===== src/rtl/gpio_bank_pkg.sv =====
package gpio_bank_pkg;
  localparam int unsigned NUM_CTL = 6;
  localparam int unsigned IDX_W   = 5;

  typedef enum logic [IDX_W-1:0] {
    REG_OVAL  = 5'd0,
    REG_OEN   = 5'd1,
    REG_IEN   = 5'd2,
    REG_OAUXA = 5'd3,
    REG_OAUXB = 5'd4,
    REG_IAUX  = 5'd5,
    REG_RDBK  = 5'd6,
    REG_PEDGE = 5'd7,
    REG_NEDGE = 5'd8
  } reg_idx_e;
endpackage


===== src/rtl/gpio_setclr_reg.sv =====
module gpio_setclr_reg #(
  parameter int unsigned W    = 16,
  parameter logic [W-1:0] RSVD = '0
) (
  input  logic         clk_i,
  input  logic         rst_ni,
  input  logic         wr_i,
  input  logic [W-1:0] set_i,
  input  logic [W-1:0] clr_i,
  output logic [W-1:0] q_o
);
  logic [W-1:0] q_d;

  // clear has priority over set
  always_comb q_d = ((q_o | set_i) & ~clr_i) & ~RSVD;

  always_ff @(posedge clk_i or negedge rst_ni) begin
    if (!rst_ni)   q_o <= '0;
    else if (wr_i) q_o <= q_d;
  end
endmodule


===== src/rtl/gpio_pin_sync.sv =====
module gpio_pin_sync #(
  parameter int unsigned W = 32
) (
  input  logic         clk_i,
  input  logic         rst_ni,
  input  logic [W-1:0] pin_i,
  output logic [W-1:0] lvl_o,
  output logic [W-1:0] prev_o
);
  logic [W-1:0] s1_q;

  always_ff @(posedge clk_i or negedge rst_ni) begin
    if (!rst_ni) begin
      s1_q   <= '0;
      lvl_o  <= '0;
      prev_o <= '0;
    end else begin
      s1_q   <= pin_i;
      lvl_o  <= s1_q;
      prev_o <= lvl_o;
    end
  end
endmodule


===== src/rtl/gpio_edge_stat.sv =====
module gpio_edge_stat #(
  parameter int unsigned W    = 16,
  parameter logic [W-1:0] RSVD = '0
) (
  input  logic         clk_i,
  input  logic         rst_ni,
  input  logic [W-1:0] lvl_i,
  input  logic [W-1:0] prev_i,
  input  logic [W-1:0] en_i,
  input  logic         clr_pos_i,
  input  logic         clr_neg_i,
  input  logic [W-1:0] w1c_i,
  output logic [W-1:0] pos_o,
  output logic [W-1:0] neg_o
);
  logic [W-1:0] rise, fall, pos_d, neg_d;

  always_comb begin
    rise  = lvl_i & ~prev_i & en_i & ~RSVD;
    fall  = ~lvl_i & prev_i & en_i & ~RSVD;
    pos_d = pos_o;
    neg_d = neg_o;
    if (clr_pos_i) pos_d = pos_d & ~w1c_i;
    if (clr_neg_i) neg_d = neg_d & ~w1c_i;
    // fresh edge wins over a clear in the same cycle
    pos_d = pos_d | rise;
    neg_d = neg_d | fall;
  end

  always_ff @(posedge clk_i or negedge rst_ni) begin
    if (!rst_ni) begin
      pos_o <= '0;
      neg_o <= '0;
    end else begin
      pos_o <= pos_d;
      neg_o <= neg_d;
    end
  end
endmodule


===== src/rtl/gpio_atomic_bank.sv =====
module gpio_atomic_bank
  import gpio_bank_pkg::*;
#(
  parameter int unsigned NUM_PINS  = 32,
  parameter int unsigned BANK_W    = 16,
  parameter int unsigned ADDR_W    = 8,
  parameter logic [NUM_PINS-1:0] RSVD_MASK = 32'hE080_0000
) (
  input  logic                clk_i,
  input  logic                rst_ni,
  input  logic                req_i,
  input  logic                we_i,
  input  logic [ADDR_W-1:0]   addr_i,
  input  logic [31:0]         wdata_i,
  output logic [31:0]         rdata_o,
  input  logic [NUM_PINS-1:0] pin_i,
  output logic [NUM_PINS-1:0] pin_o,
  output logic [NUM_PINS-1:0] pin_oe_o
);
  localparam int unsigned NUM_BANKS = NUM_PINS / BANK_W;
  localparam int unsigned BSEL_W    = (NUM_BANKS > 1) ? $clog2(NUM_BANKS) : 1;
  localparam int unsigned IDX_MSB   = ADDR_W - 1 - BSEL_W;

  logic [NUM_CTL-1:0][NUM_PINS-1:0] ctl_q;
  logic [NUM_PINS-1:0] lvl, prev, rdbk, pos_q, neg_q;
  logic [BSEL_W-1:0]   bank_sel;
  logic [IDX_W-1:0]    reg_idx;
  logic                acc_ok, wr_ok;

  assign bank_sel = addr_i[ADDR_W-1 -: BSEL_W];
  assign reg_idx  = IDX_W'(addr_i[IDX_MSB:2]);
  assign acc_ok   = (addr_i[1:0] == 2'b00);
  assign wr_ok    = req_i & we_i & acc_ok;

  gpio_pin_sync #(.W(NUM_PINS)) u_sync (
    .clk_i (clk_i),
    .rst_ni(rst_ni),
    .pin_i (pin_i),
    .lvl_o (lvl),
    .prev_o(prev)
  );

  for (genvar b = 0; b < NUM_BANKS; b++) begin : g_bank
    logic bank_hit;
    assign bank_hit = wr_ok & (bank_sel == BSEL_W'(b));

    for (genvar c = 0; c < NUM_CTL; c++) begin : g_ctl
      gpio_setclr_reg #(
        .W   (BANK_W),
        .RSVD(RSVD_MASK[b*BANK_W +: BANK_W])
      ) u_reg (
        .clk_i (clk_i),
        .rst_ni(rst_ni),
        .wr_i  (bank_hit && (reg_idx == IDX_W'(c))),
        .set_i (wdata_i[BANK_W-1:0]),
        .clr_i (wdata_i[2*BANK_W-1:BANK_W]),
        .q_o   (ctl_q[c][b*BANK_W +: BANK_W])
      );
    end

    gpio_edge_stat #(
      .W   (BANK_W),
      .RSVD(RSVD_MASK[b*BANK_W +: BANK_W])
    ) u_edge (
      .clk_i    (clk_i),
      .rst_ni   (rst_ni),
      .lvl_i    (lvl[b*BANK_W +: BANK_W]),
      .prev_i   (prev[b*BANK_W +: BANK_W]),
      .en_i     (ctl_q[REG_IEN][b*BANK_W +: BANK_W]),
      .clr_pos_i(bank_hit && (reg_idx == REG_PEDGE)),
      .clr_neg_i(bank_hit && (reg_idx == REG_NEDGE)),
      .w1c_i    (wdata_i[BANK_W-1:0]),
      .pos_o    (pos_q[b*BANK_W +: BANK_W]),
      .neg_o    (neg_q[b*BANK_W +: BANK_W])
    );
  end

  assign rdbk     = lvl & ctl_q[REG_IEN] & ~RSVD_MASK;
  assign pin_oe_o = ctl_q[REG_OEN] & ~(ctl_q[REG_OAUXA] | ctl_q[REG_OAUXB]) & ~RSVD_MASK;
  assign pin_o    = ctl_q[REG_OVAL] & pin_oe_o;

  always_comb begin
    rdata_o = '0;
    if (acc_ok && (int'(bank_sel) < NUM_BANKS)) begin
      if (int'(reg_idx) < NUM_CTL)
        rdata_o[BANK_W-1:0] = ctl_q[reg_idx][bank_sel*BANK_W +: BANK_W];
      else if (reg_idx == REG_RDBK)
        rdata_o[BANK_W-1:0] = rdbk[bank_sel*BANK_W +: BANK_W];
      else if (reg_idx == REG_PEDGE)
        rdata_o[BANK_W-1:0] = pos_q[bank_sel*BANK_W +: BANK_W];
      else if (reg_idx == REG_NEDGE)
        rdata_o[BANK_W-1:0] = neg_q[bank_sel*BANK_W +: BANK_W];
    end
  end
endmodule


===== config.mk =====
export PLATFORM = sky130hd
export DESIGN_NAME = gpio_atomic_bank
export DESIGN_NICKNAME = d
export VERILOG_FILES = /design/src/rtl/gpio_bank_pkg.sv /design/src/rtl/gpio_setclr_reg.sv /design/src/rtl/gpio_pin_sync.sv /design/src/rtl/gpio_edge_stat.sv /design/src/rtl/gpio_atomic_bank.sv
export SDC_FILE = /design/constraint.sdc
export NUM_CORES = 1
export LEC_CHECK = 0
export ABC_AREA = 0
export BUFFER_PORTS_ARGS = -buffer_cell sky130_fd_sc_hd__buf_2
export CORE_MARGIN = 8
export CORE_UTILIZATION = 30
export DETAILED_ROUTE_END_ITERATION = 12
export PLACE_DENSITY = 0.49
export SYNTH_ARGS = -nofsm -noshare
export SYNTH_HDL_FRONTEND = slang
export SYNTH_SLANG_ARGS = --single-unit

===== constraint.sdc =====
create_clock -name clk_i -period 1.5 [get_ports clk_i]
set_input_delay 0.075 -clock clk_i [delete_from_list [all_inputs] [get_ports clk_i]]
set_output_delay 0.075 -clock clk_i [all_outputs]
set_load 0.02 [all_outputs]

==> metrics.cfg <==
[outcome]
outcome=finished, violations left
violations=setup timing

[yosys]
synth_simple_gate_area_share=0.09144
synth.area.top_cells=dfrtp_1, a21oi_1, mux4_2
avgSynthCellArea_sq_um=11.15
synth_cell_types=38
yosysTopAreaCell=dfrtp_1
syn_inst=1278
syn_area_sq_mm=0.01424
synth_edf_count=0
synth_top_family_by_area=compound AO/OA/AOI/OAI gates
synth-xor-area-share=0
synth_compound_area_frac=0.2052
ys_seq_elements=316
muxShareOfSynthArea=0.08890
synth_top_cell_area_share=0.5552
synth_flop_cell=dfrtp_1
async_flop_share=1.000
ys_seq_area_frac=0.5552
synthAdderAreaFrac=0
synth_warnings=0

[critical_path]
required_ps=1420
cp.buffers_inverters=1
worstPathCellList=mux4_2, a32o_1, a311o_1, o211a_1, buf_6
critical_path_class=flip-flop to output port
cpPeakStageDelay_ps=470
startpoint_type=flip-flop
slowest_stage=mux4_2
cpLargestDelayFamily=compound AO/OA/AOI/OAI gates
cp_max_fo=2
worstPathArrival_ps=2240
end_kind=output port

[route]
ant_nets=0
routed_wl_microns=49640
vias=11816
drc_errors=0
via_per_inst=5.097
drt_iter0_markers=873
drtPass1Iterations=5
wl_per_cell_microns=21.41

[layout]
drive_gt1_frac=0.3711
finish.utilization=0.4360
nNetsFinal=1751
diodes=0
areaGrowthSynthToFinish_pct=44.94

[cts]
path_clk_slew_ps=60
h-tree-depth=2
cts-root-buf=clkbuf_16
tritoncts=yes
clk_latency_ps=560
cts_buffers=37
clk_path_buf_depth=3
cts_sinks=316

[power]
p_per_area_mw_per_mm2=985.6
irDropWorstVdd_v=0.0006187
p_total_mw=20.35
power.leakage_nw=9.471

[die]
die_h_microns=233.9
coreArea_sq_mm=0.04735
fp.dieW_microns=233.9
dieArea_sq_mm=0.05471
start_util=0.3008
fp-row-count=80
io_pins=172

[global_route]
grt_pass1_wl_microns=74850
gr-total-overflow=0
antenna_found_initial=0
grt_usage=0.1812
grt_pass1_vias=12069
grt_max_degree=75

[timing]
rsz0062_at_grt=yes
fin_worst_skew_ps=11.85
worst_slack_ps=-819.1
fmax_ghz=0.4312
final.setup.tns_ps=-18060
slew_violations=0
fin_crit_ps=2319
finalHoldViolCount=0
timing.final.crit_share=1.546
setup_violations=71

[placement]
hpwl_microns=33330
numPortBuffers=143
place_ws_ps=-344.9
gp_congestion=0.8111

[hold_path]
hold_class=input port to asynchronous set/reset pin

[job]
drv_cap=0

==> area by class of cell <==
class	instances	area, sq um
fillers	4391	26700
flip-flops and latches	316	7908
multi-input cells	819	6146
repair buffers	471	4519
clock buffers	57	1061
well taps	615	769.5
clock inverters	10	128.9
inverters	30	112.6
==> final timing paths <==
path | slack, ps | from | end | cells after the start
setup / recovery | -820 | g_bank[1].g_ctl[3].u_reg.q_o[1]$_DFFE_PN0P_ | rdata_o[1] | 5
hold / removal | 130 | rst_ni | g_bank[0].g_ctl[2].u_reg.q_o[2]$_DFFE_PN0P_ | 3
setup reg to reg | 470 | g_bank[0].g_ctl[2].u_reg.q_o[2]$_DFFE_PN0P_ | g_bank[0].u_edge.neg_o[2]$_DFF_PN0_ | 3
hold reg to reg | 350 | u_sync.s1_q[16]$_DFF_PN0_ | u_sync.lvl_o[16]$_DFF_PN0_ | 0
max in group asynchronous | 930 | rst_ni | u_sync.s1_q[24]$_DFF_PN0_ | 3
min in group clk_i | 150 | pin_i[3] | u_sync.s1_q[3]$_DFF_PN0_ | 2
==> per-layer routing <==
| metal | up-vias | GRT usage | wire length [microns] |
|---|---|---|---|
| li1 | 5430 | - | - |
| met1 | 5925 | 0.2376 | 21260 |
| met2 | 370 | 0.2958 | 24020 |
| met3 | 91 | 0.02770 | 2619 |
| met4 | 0 | 0.07866 | 1737 |
| met5 | - | 0 | 0 |
==> where the power goes <==
group	switching (mW)	total (mW)	internal, mW
sequential	0.248	9.16	8.91
combinational	1.19	2.25	1.06
clock	3.69	8.94	5.25
==> metrics by stage <==
step	cells	hold WS, ps	cell area (sq um)
detailed placement	2149	-23.49	17360
global placement	2149	-25.68	17360
global route	2318	127.6	20640
floorplan	1301	-220.6	14410
finish	2318	130.1	20640
CTS	2288	113.7	20260
==> kinds of logic after synthesis <==
kind of cell	Yosys count
compound gates	500
flops	316
buf+inv	166
other cells	1
simple gates	208
mux	87
==> timing repair <==
action	CTS	global route
endpoints found under the setup margin	72	72
setup buffers	21	37
hold buffers	62	0
hold endpoints to repair	575	0
gates resized for setup	285	49
pin swaps	81	60
==> cells in the final DEF, fill, tap and decap left out, drive strengths merged, types with 2 or more instances in the layout <==
master | netlist | final
a211o | 5 | 5
a21boi | 8 | 8
a21oi | 347 | 347
a31oi | 12 | 12
a32o | 32 | 32
and2 | 28 | 28
buf | 87 | 410
bufinv | 0 | 2
clkbuf | 49 | 57
clkinv | 0 | 6
conb | 1 | 24
dfrtp | 316 | 316
dlygate4sd3 | 0 | 61
inv | 30 | 31
mux2 | 26 | 26
mux2i | 32 | 32
mux4 | 29 | 29
nand2 | 91 | 91
nand2b | 4 | 4
nand3 | 24 | 24
nor2 | 2 | 2
nor2b | 2 | 2
nor3 | 5 | 5
nor3b | 28 | 28
nor4 | 16 | 16
o211a | 12 | 12
o21ai | 30 | 30
o22ai | 23 | 23
o2bb2ai | 29 | 29
or2 | 4 | 4
==> cell usage after synthesis (2+ instances only) <==
cell type	number
buf_6	6
a21oi_1	347
buf_2	45
nor2b_1	2
and2_1	28
nor3b_1	28
nand2b_1	4
inv_1	30
nor3_1	5
mux2i_1	32
a21boi_0	8
nand3_1	24
nor2_1	2
o2bb2ai_1	29
mux2_2	26
buf_1	5
nor4_4	14
a211o_1	5
or2_2	3
dfrtp_1	316
o21ai_0	30
o211a_1	12
nand2_1	91
clkbuf_1	49
mux4_2	29
a32o_1	32
buf_4	31
nor4_2	2
a31oi_1	12
o22ai_1	23
==> flip-flops by register name, summed over array words and instances, names as in the netlist <==
signal and flops:
g_bank.g_ctl.u_reg.q_o 168, g_bank.u_edge.pos_o 32, u_sync.s1_q 28, g_bank.u_edge.neg_o 32, u_sync.lvl_o 28, u_sync.prev_o 28
==> tightest hold or removal path, delay by kind of cell <==
| family | cells | cell delay, ps |
|---|---|---|
| buf+inv | 3 | 950 |
No activity file was read; power rests on OpenSTA's default activity.
